==> src/rtl/sbl_pkg.sv <==
package sbl_pkg;

  localparam int FRAME_W  = 10;
  localparam int STAT_W   = 2;
  localparam int BYTE_W   = FRAME_W - STAT_W;
  localparam int MAX_DIN  = 4;
  localparam int MAX_DOUT = 4;
  localparam int CNT_W    = $clog2(((MAX_DIN > MAX_DOUT) ? MAX_DIN : MAX_DOUT) + 1);

  localparam logic [BYTE_W-1:0] RET_BYTE = 8'h3E;

  localparam logic [STAT_W-1:0] ST_QUIET = 2'b00;
  localparam logic [STAT_W-1:0] ST_BUSY  = 2'b10;
  localparam logic [STAT_W-1:0] ST_DONE  = 2'b11;

  typedef enum logic [2:0] {
    PH_CMD,
    PH_DIN,
    PH_NOP,
    PH_WAIT,
    PH_OUT,
    PH_RET
  } phase_t;

  typedef struct packed {
    logic             known;
    logic [CNT_W-1:0] n_in;
    logic [CNT_W-1:0] n_out;
  } cmd_info_t;

  // Byte counts per command code; any code not listed is unknown.
  function automatic cmd_info_t cmd_lookup(input logic [BYTE_W-1:0] code);
    cmd_info_t r;
    r = '0;
    case (code)
      8'h01: begin r.known = 1'b1; r.n_in = CNT_W'(0); r.n_out = CNT_W'(2); end
      8'h22: begin r.known = 1'b1; r.n_in = CNT_W'(4); r.n_out = CNT_W'(0); end
      8'h33: begin r.known = 1'b1; r.n_in = CNT_W'(1); r.n_out = CNT_W'(0); end
      8'h44: begin r.known = 1'b1; r.n_in = CNT_W'(4); r.n_out = CNT_W'(2); end
      8'h55: begin r.known = 1'b1; r.n_in = CNT_W'(2); r.n_out = CNT_W'(4); end
      default: r = '0;
    endcase
    return r;
  endfunction

endpackage

==> src/rtl/sbl_frame_shifter.sv <==
module sbl_frame_shifter
  import sbl_pkg::*;
#(
  parameter int FW = FRAME_W,
  parameter int BW = BYTE_W
) (
  input  logic          clk,
  input  logic          rst,
  input  logic          tdi,
  input  logic [FW-1:0] tx_word,
  output logic          tdo,
  output logic          frame_done,
  output logic [BW-1:0] rx_byte
);

  localparam int BIT_W = $clog2(FW);

  logic [BIT_W-1:0] bit_cnt;
  logic [BW-2:0]    sr;

  // Only the last BW-1 bits are kept, so the two status bits fall out.
  always_ff @(posedge clk) begin
    if (rst) begin
      bit_cnt <= '0;
      sr      <= '0;
    end else begin
      sr      <= {tdi, sr[BW-2:1]};
      bit_cnt <= (bit_cnt == BIT_W'(FW - 1)) ? '0 : bit_cnt + 1'b1;
    end
  end

  assign frame_done = (bit_cnt == BIT_W'(FW - 1));
  assign rx_byte    = {tdi, sr};

  always_ff @(negedge clk) begin
    if (rst) tdo <= 1'b0;
    else     tdo <= tx_word[bit_cnt];
  end

  AST_FRAME_WRAP: assert property (@(posedge clk) disable iff (rst)
    frame_done |=> (bit_cnt == '0));
  AST_BIT_RANGE: assert property (@(posedge clk) disable iff (rst)
    (int'(bit_cnt) < FW));

endmodule

==> src/rtl/sbl_din_buf.sv <==
module sbl_din_buf
  import sbl_pkg::*;
#(
  parameter int DEPTH = MAX_DIN,
  parameter int BW    = BYTE_W,
  parameter int IDX_W = CNT_W
) (
  input  logic                clk,
  input  logic                rst,
  input  logic                clr,
  input  logic                wr_en,
  input  logic [IDX_W-1:0]    wr_idx,
  input  logic [BW-1:0]       wr_byte,
  output logic [DEPTH*BW-1:0] bytes_flat
);

  for (genvar i = 0; i < DEPTH; i++) begin : g_slot
    logic [BW-1:0] slot;
    always_ff @(posedge clk) begin
      if (rst || clr)                         slot <= '0;
      else if (wr_en && wr_idx == IDX_W'(i))  slot <= wr_byte;
    end
    assign bytes_flat[i*BW +: BW] = slot;
  end

endmodule

==> src/rtl/sbl_cmd_seq.sv <==
module sbl_cmd_seq
  import sbl_pkg::*;
#(
  parameter int FW   = FRAME_W,
  parameter int BW   = BYTE_W,
  parameter int NOUT = MAX_DOUT,
  parameter int CW   = CNT_W
) (
  input  logic           clk,
  input  logic           rst,
  input  logic           frame_done,
  input  logic [BW-1:0]  rx_byte,
  output logic [FW-1:0]  tx_word,
  output logic           din_clr,
  output logic           din_wr,
  output logic [CW-1:0]  din_idx,
  output logic           exec_req,
  output logic [BW-1:0]  exec_cmd,
  input  logic           exec_done,
  input  logic [NOUT*BW-1:0] exec_dout
);

  phase_t          phase;
  cmd_info_t       info;
  cmd_info_t       cur_info;
  logic [CW-1:0]   cnt;
  logic [BW-1:0]   cmd_r;
  logic [NOUT*BW-1:0] dout_r;
  logic            done_seen;
  logic            req_r;
  logic [FW-1:0]   tx_r;

  assign cur_info = cmd_lookup(rx_byte);

  always_ff @(posedge clk) begin
    if (rst) begin
      phase     <= PH_CMD;
      info      <= '0;
      cnt       <= '0;
      cmd_r     <= '0;
      dout_r    <= '0;
      done_seen <= 1'b0;
      req_r     <= 1'b0;
      tx_r      <= '0;
    end else begin
      if (exec_done && req_r) begin
        req_r     <= 1'b0;
        done_seen <= 1'b1;
        dout_r    <= exec_dout;
      end
      if (frame_done) begin
        case (phase)
          PH_CMD: begin
            cmd_r     <= rx_byte;
            info      <= cur_info;
            cnt       <= '0;
            done_seen <= 1'b0;
            tx_r      <= {8'h00, ST_QUIET};
            phase     <= (cur_info.known && cur_info.n_in != '0) ? PH_DIN : PH_NOP;
          end
          PH_DIN: begin
            cnt  <= cnt + 1'b1;
            tx_r <= {8'h00, ST_QUIET};
            if (cnt == info.n_in - CW'(1)) phase <= PH_NOP;
          end
          PH_NOP: begin
            cnt <= '0;
            if (info.known) begin
              req_r <= 1'b1;
              tx_r  <= {8'h00, ST_BUSY};
              phase <= PH_WAIT;
            end else begin
              tx_r  <= {RET_BYTE, ST_DONE};
              phase <= PH_RET;
            end
          end
          PH_WAIT: begin
            if (!done_seen) begin
              tx_r <= {8'h00, ST_BUSY};
            end else if (info.n_out == '0) begin
              tx_r  <= {RET_BYTE, ST_DONE};
              phase <= PH_RET;
            end else begin
              tx_r  <= {dout_r[BW-1:0], ST_DONE};
              cnt   <= CW'(1);
              phase <= PH_OUT;
            end
          end
          PH_OUT: begin
            if (cnt == info.n_out) begin
              tx_r  <= {RET_BYTE, ST_DONE};
              phase <= PH_RET;
            end else begin
              tx_r <= {dout_r[int'(cnt)*BW +: BW], ST_DONE};
              cnt  <= cnt + 1'b1;
            end
          end
          default: begin
            tx_r  <= {8'h00, ST_QUIET};
            phase <= PH_CMD;
          end
        endcase
      end
    end
  end

  assign tx_word  = tx_r;
  assign exec_req = req_r;
  assign exec_cmd = cmd_r;
  assign din_clr  = frame_done && (phase == PH_CMD);
  assign din_wr   = frame_done && (phase == PH_DIN);
  assign din_idx  = cnt;

  AST_DONE_NEEDS_REQ: assert property (@(posedge clk) disable iff (rst)
    exec_done |-> req_r);
  AST_REQ_HOLD: assert property (@(posedge clk) disable iff (rst)
    (req_r && !exec_done) |=> req_r);
  AST_INPUT_QUIET: assert property (@(posedge clk) disable iff (rst)
    (phase == PH_CMD || phase == PH_DIN || phase == PH_NOP) |-> (tx_word[1:0] == ST_QUIET));
  AST_BUSY_UNTIL_SEEN: assert property (@(posedge clk) disable iff (rst)
    (frame_done && phase == PH_WAIT && !done_seen) |=> (tx_word == {8'h00, ST_BUSY}));
  AST_RET_TO_IDLE: assert property (@(posedge clk) disable iff (rst)
    (frame_done && phase == PH_RET) |=> (phase == PH_CMD && tx_word == '0));
  AST_UNKNOWN_NO_REQ: assert property (@(posedge clk) disable iff (rst)
    (frame_done && phase == PH_NOP && !info.known) |=> (!req_r && tx_word == {RET_BYTE, ST_DONE}));

endmodule

==> src/rtl/sbl_frame_if.sv <==
module sbl_frame_if
  import sbl_pkg::*;
#(
  parameter int FW   = FRAME_W,
  parameter int BW   = BYTE_W,
  parameter int NIN  = MAX_DIN,
  parameter int NOUT = MAX_DOUT
) (
  input  logic              clk,
  input  logic              rst,
  input  logic              tdi,
  output logic              tdo,
  output logic              exec_req,
  output logic [BW-1:0]     exec_cmd,
  output logic [NIN*BW-1:0] exec_din,
  input  logic              exec_done,
  input  logic [NOUT*BW-1:0] exec_dout
);

  logic             frame_done;
  logic [BW-1:0]    rx_byte;
  logic [FW-1:0]    tx_word;
  logic             din_clr;
  logic             din_wr;
  logic [CNT_W-1:0] din_idx;

  sbl_frame_shifter #(.FW(FW), .BW(BW)) u_shift (
    .clk        (clk),
    .rst        (rst),
    .tdi        (tdi),
    .tx_word    (tx_word),
    .tdo        (tdo),
    .frame_done (frame_done),
    .rx_byte    (rx_byte)
  );

  sbl_cmd_seq #(.FW(FW), .BW(BW), .NOUT(NOUT), .CW(CNT_W)) u_seq (
    .clk        (clk),
    .rst        (rst),
    .frame_done (frame_done),
    .rx_byte    (rx_byte),
    .tx_word    (tx_word),
    .din_clr    (din_clr),
    .din_wr     (din_wr),
    .din_idx    (din_idx),
    .exec_req   (exec_req),
    .exec_cmd   (exec_cmd),
    .exec_done  (exec_done),
    .exec_dout  (exec_dout)
  );

  sbl_din_buf #(.DEPTH(NIN), .BW(BW), .IDX_W(CNT_W)) u_din (
    .clk        (clk),
    .rst        (rst),
    .clr        (din_clr),
    .wr_en      (din_wr),
    .wr_idx     (din_idx),
    .wr_byte    (rx_byte),
    .bytes_flat (exec_din)
  );

  AST_RESET_IDLE: assert property (@(posedge clk)
    $past(rst) |-> !exec_req);

endmodule

==> config.mk <==
export PLATFORM = sky130hd
export DESIGN_NAME = sbl_frame_if
export DESIGN_NICKNAME = d
export VERILOG_FILES = /design/src/rtl/sbl_pkg.sv /design/src/rtl/sbl_frame_shifter.sv /design/src/rtl/sbl_din_buf.sv /design/src/rtl/sbl_cmd_seq.sv /design/src/rtl/sbl_frame_if.sv
export SDC_FILE = /design/constraint.sdc
export NUM_CORES = 1
export LEC_CHECK = 0
export ABC_CLOCK_PERIOD_IN_PS = 3330
export BUFFER_PORTS_ARGS = -buffer_cell sky130_fd_sc_hd__buf_2
export CORE_MARGIN = 2
export CORE_UTILIZATION = 40
export CTS_CLUSTER_SIZE = 12
export DETAILED_ROUTE_END_ITERATION = 16
export GPL_TIMING_DRIVEN = 1
export PLACE_DENSITY = 0.68
export RECOVER_POWER = 100
export SKIP_CTS_REPAIR_TIMING = 1
export SYNTH_ARGS = -nofsm -noshare
export SYNTH_HDL_FRONTEND = slang
export SYNTH_SLANG_ARGS = --single-unit
==> constraint.sdc <==
create_clock -name clk -period 3.33 [get_ports clk]
set_input_delay 0.333 -clock clk [delete_from_list [all_inputs] [get_ports clk]]
set_output_delay 0.333 -clock clk [all_outputs]
set_load 0.1 [all_outputs]
==> results.json, run 1 <==
{
  "status": "complete, no violations",
  "cts_tree": "built",
  "synthMostInstantiatedCell": "nand2_1",
  "port_buffers": 77,
  "drc": 0,
  "grt_antenna_before_repair": 0,
  "instances_no_fill": 736,
  "die_w_um": 110.7,
  "globalplace.congestion": 0.8161,
  "setup.worst_path.end": "tdo",
  "cts-root-buf": "clkbuf_16",
  "rows": 38,
  "crit_start": "u_shift.tdo",
  "routedWlPerCell_um": 14.13,
  "rr_startpoint": "u_shift.bit_cnt[0]",
  "ys_top_cells_by_area": "dfxtp_1 47%, nand2_1 11%, a21oi_1 8.3%",
  "power_density_mw_per_mm2": 478.7,
  "ant_nets": 0,
  "synth_edf_count": 0,
  "p_leak_nw": 1.890,
  "worstPathArrival_ns": 2.80,
  "swShare": 0.2139,
  "cpMaxStageDelayCell": "clkbuf_2",
  "grt_usage": 0.1739,
  "setup_tns_ns": 0,
  "worstSetupPathType": "register to output port",
  "syn_area_per_cell_um2": 8.499,
  "ir_worst_vdd_uv": 235.4,
  "worstRegToRegCells": 5,
  "routed_wl_mm": 10.40,
  "drive_above_1_share": 0.1158,
  "place_ws_ns": 0.2687,
  "ys_warn_count": 0,
  "maxCapViolations": 0,
  "r2r_end": "u_shift.tdo",
  "clock_power_share": 0.460,
  "yosys.area.top_type": "dfxtp_1",
  "synth_cell_types": 47,
  "dp.cells": 720,
  "syn-num-nets": 580,
  "internal_power_mw": 1.975,
  "worstSkewPairLatency_ns": 0.39,
  "cts.sinks": 107,
  "areaGrowthSynthToFinish_pct": 15.22,
  "finalSetupViolations": 0,
  "synth.top_cell.area_share": 0.4702,
  "grt_max_degree": 67,
  "dr.first_iter.drc_count": 251,
  "synth_ff_type": "dfxtp_1",
  "cts.reportedPaths.clkPinSlew_ns": 0.07,
  "ios": 78,
  "post-dp-hpwl_mm": 7.171,
  "rrSetupSlack_ns": 0.32,
  "combPwrFrac": 0.025,
  "hold_class": "input pin to register",
  "synth_cells": 536,
  "drv_slew": 0,
  "worstPathMaxFanout": 1,
  "vias": 3844,
  "cp-end-kind": "output port",
  "initial_core_util": 0.4148,
  "die_area_mm2": 0.01226,
  "power.switching_mw": 0.5376,
  "max_slew_margin": 0.04282,
  "synth_area_mm2": 0.004556,
  "crit_family": "buffers and inverters",
  "antennaDiodeCount": 0,
  "worst_setup_path_start_kind": "register",
  "dieHeight_um": 110.7,
  "seq_area_frac_synth": 0.4702,
  "clockBufferDepth": 2,
  "nNetsFinal": 635,
  "max_stage_delay_ns": 0.44,
  "synth-async-reset-ratio": 0,
  "grt_pass1_vias": 3737,
  "fill_cells": 1082,
  "grt_overflow": 0,
  "path_depth": 1,
  "setup_slack_ns": 0.1984,
  "rsz0062_at_grt": "no",
  "cp_cell_sequence": "clkbuf_2",
  "fin_skew_ns": 0.05044,
  "hold_violations": 0,
  "synth_seq_cells": 107,
  "via_per_inst": 5.223,
  "seqPwrFrac": 0.515,
  "cts_buffers": 9,
  "path_buf_inv": 1,
  "grt_pass1_wl_mm": 17.86,
  "htreeDepth": 3,
  "first_pass_iters": 5,
  "tightest_slew_ns": 1.435,
  "cp_data_required_time_ns": 3.00,
  "synth_common_cells": "132 x nand2_1, 107 x dfxtp_1, 76 x a21oi_1",
  "core_mm2": 0.01098
}
## through the flow
step	cell area [µm²]	utilization	power, mW	hold WS [ns]
6_report	5249	0.4779	2.513	0.2185
5_1_grt	5249	0.4779	2.585	0.2258
4_1_cts	5336	0.4859	2.537	0.2095
3_5_place_dp	5010	0.4561	1.394	0.4411
3_3_place_gp	5010	0.4561	1.392	0.4306
2_1_floorplan	4556	-	1.361	0.4217
## registers in the layout, indices dropped and copies added (netlist names), 3 cells and up
name and flops:
u_din.g_slot.slot 32, u_seq.din_idx 3, u_seq.dout_r 32, u_shift.sr 7
u_seq.info 5, u_seq.tx_word 10, u_shift.bit_cnt 4, u_seq.exec_cmd 8
u_seq.phase 3
## power by group through the flow
stage	clock [mW]	sequential [mW]	combinational, mW
after floorplan	0.00376	1.32	0.0382
after global placement	0.00376	1.32	0.0638
after detailed placement	0.00376	1.32	0.0653
after CTS	1.18	1.29	0.0659
after global routing	1.22	1.30	0.0698
final	1.16	1.30	0.0626
## placed cells by master, fill, tap and decap left out, types with 3 or more instances in the layout
master     synthesis  final
nor2b_1           12     12
a211oi_1           4      5
dfxtp_1          107    107
xnor2_1            4      4
a31oi_1            3      3
xor2_1             3      3
and3_1             3      3
o2bb2ai_1          5      5
clkbuf_1          32     44
nand2_1          132    132
a221o_1            3      3
a22oi_1            5      5
clkbuf_16          0      9
nand3b_1           2      3
a21oi_1           76     76
inv_1             10     10
mux4_2            10     10
nor3_1             5      5
mux2i_1           11     11
nor2_1            36     36
ha_1               8      8
buf_4              0      3
o21ai_0            6      6
nand2b_1           6      6
buf_2              4     34
nand3_1           19     19
## cell type report
type | count | area (µm²) | share of cell area
Sequential cell | 107 | 2142 | 0.4081
Inverter | 9 | 33.78 | 0.006436
Timing Repair Buffer | 83 | 367.9 | 0.07008
Tap cell | 140 | 175.2 | 0.03337
Clock buffer | 9 | 225.2 | 0.04291
Multi-Input combinational cell | 380 | 2200 | 0.4191
Clock inverter | 8 | 105.1 | 0.02002
## kinds of logic after synthesis
| kind of cell | synth area share |
|---|---|
| xor+xnor | 0.01840 |
| fa+ha+maj | 0.02197 |
| mux | 0.07361 |
| compound gates | 0.1461 |
| flops | 0.4702 |
| simple gates | 0.2282 |
| buf+inv | 0.04147 |
## layer usage
metal,share of wire,track usage
met5,0,0
met4,0.012,0.07833
met3,0.040,0.02624
met2,0.47,0.2687
met1,0.48,0.2412
## worst min path at each step
stage | from | endpoint | slack [ns] | depth (start not counted)
global route | exec_dout[17] | u_seq.dout_r[17] | 0.23 | 3
detailed placement | u_seq.tx_word[1] | u_seq.tx_word[1] | 0.44 | 1
CTS | exec_dout[23] | u_seq.dout_r[23] | 0.21 | 3
finish | exec_dout[29] | u_seq.dout_r[29] | 0.22 | 3
global placement | u_seq.tx_word[1] | u_seq.tx_word[1] | 0.43 | 1
floorplan | u_seq.tx_word[1] | u_seq.tx_word[1] | 0.42 | 1
No activity file was read; power rests on OpenSTA's default activity.
==> run 2, diff against run 1 <==
PLACE_DENSITY = not set   (was 0.68)
REMOVE_ABC_BUFFERS = 1   (was not set)
==> run 2 against run 1 <==
Clock skew grew 0.0034 ns. Sequential share of layout area about the same. Critical path depth is the same. Cell count unchanged. Critical endpoint unchanged. Sequential power barely moved. Non-clock buffer count unchanged. The flow now finishes with violations (capacitance limit, slew limit). Register-to-register slack about the same. Hold slack improved by 0.0028 ns. Utilization is essentially flat. Setup slack lost 0.016 ns. Clock-buffer cell count unchanged. First-iteration DRC count decreased by 14%. Largest cell class unchanged.
==> results.json, run 2 (same netlist as run 1, synthesis figures left out) <==
{
  "cp_cell_sequence": "clkbuf_2",
  "worstPathMaxFanout": 1,
  "design_area_mm2": 0.005244,
  "grt_overflow": 0,
  "cts.sinks": 107,
  "globalplace.congestion": 0.8074,
  "max_stage_delay_ns": 0.45,
  "htreeDepth": 3,
  "ir_worst_vdd_uv": 206.7,
  "maxCapViolations": 1,
  "port_buffers": 77,
  "crit_family": "buffers and inverters",
  "ant_nets": 0,
  "rsz0062_at_grt": "no",
  "routed_wl_mm": 10.62,
  "drc": 0,
  "grt_usage": 0.1763,
  "dr.first_iter.drc_count": 216,
  "initial_core_util": 0.4148,
  "grt_pass1_wl_mm": 17.87,
  "cts_buffers": 9,
  "worst_setup_path_start_kind": "register",
  "failed_checks": "capacitance limit, slew limit",
  "dieHeight_um": 110.7,
  "instances_no_fill": 736,
  "place_area_mm2": 0.005010,
  "core_mm2": 0.01098,
  "via_per_inst": 5.194,
  "cts.reportedPaths.clkPinSlew_ns": 0.07,
  "p_total_mw": 2.514,
  "cpMaxStageDelayCell": "clkbuf_2",
  "p_leak_nw": 1.894,
  "grt_antenna_before_repair": 0,
  "first_pass_iters": 4,
  "status": "complete, but fails checks",
  "nNetsFinal": 635,
  "drive_above_1_share": 0.1158,
  "grt_pass1_vias": 3682,
  "vias": 3823,
  "die_area_mm2": 0.01226,
  "cp_data_required_time_ns": 3.00,
  "final_util": 0.4774,
  "finalSetupViolations": 0,
  "max_slew_margin": -0.005114,
  "rows": 38,
  "setup_tns_ns": 0,
  "fin_skew_ns": 0.05383,
  "drv_slew": 33,
  "hold_class": "input pin to register",
  "path_buf_inv": 1,
  "antennaDiodeCount": 0,
  "hold_violations": 0,
  "power_density_mw_per_mm2": 479.4,
  "ios": 78,
  "grt_max_degree": 67,
  "final_common_cell": "nand2_1",
  "cts_tree": "built",
  "dp.cells": 720,
  "routedWlPerCell_um": 14.43,
  "final_cell_mix": "132 x nand2_1, 107 x dfxtp_1, 76 x a21oi_1",
  "cts-root-buf": "clkbuf_16",
  "areaGrowthSynthToFinish_pct": 15.11,
  "die_w_um": 110.7,
  "worstSetupPathType": "register to output port",
  "post-dp-hpwl_mm": 7.336,
  "worstSkewPairLatency_ns": 0.39,
  "tightest_slew_ns": 1.507,
  "cp-end-kind": "output port",
  "clockBufferDepth": 2,
  "worstPathArrival_ns": 2.82
}
==> run 2: routing by layer <==
| layer | global-route usage | up-vias | routed length, µm |
|---|---|---|---|
| li1 | - | 1938 | - |
| met1 | 0.2472 | 1788 | 5117 |
| met2 | 0.2744 | 83 | 4827 |
| met3 | 0.02242 | 14 | 476 |
| met4 | 0.07500 | 0 | 197 |
| met5 | 0 | - | 0 |
==> run 2: cell type report <==
cell class / instances / area [µm²]
clock inverters: 8 / 102.6
fillers: 1086 / 5739
well taps: 140 / 175.2
multi-input cells: 380 / 2200
flip-flops and latches: 107 / 2142
inverters: 9 / 33.78
clock buffers: 9 / 225.2
repair buffers: 83 / 365.4
==> run 2: metrics by stage <==
| stage | hold WS [ns] | setup slack [ns] |
|---|---|---|
| floorplan | 0.4021 | 0.2560 |
| global placement | 0.4321 | 0.2830 |
| detailed placement | 0.4438 | 0.2759 |
| CTS | 0.2105 | 0.1951 |
| global route | 0.2221 | 0.1414 |
| finish | 0.2213 | 0.1820 |
==> run 2: final timing paths <==
path,slack [ns],start,endpoint,cells past startpoint
max,0.18,u_shift.tdo,tdo,1
min,0.22,exec_dout[20],u_seq.dout_r[20],3
max reg2reg,0.31,u_shift.bit_cnt[0],u_shift.tdo,5
min reg2reg,0.46,u_seq.dout_r[13],u_seq.dout_r[13],2
==> run 2: power breakdown <==
part	internal, mW	total [mW]	leakage, nW	switching, mW
sequential	1.28	1.30	0.863	0.0115
clock	0.666	1.16	0.162	0.491
combinational	0.0251	0.0618	0.870	0.0367
total	1.97	2.51	1.89	0.539
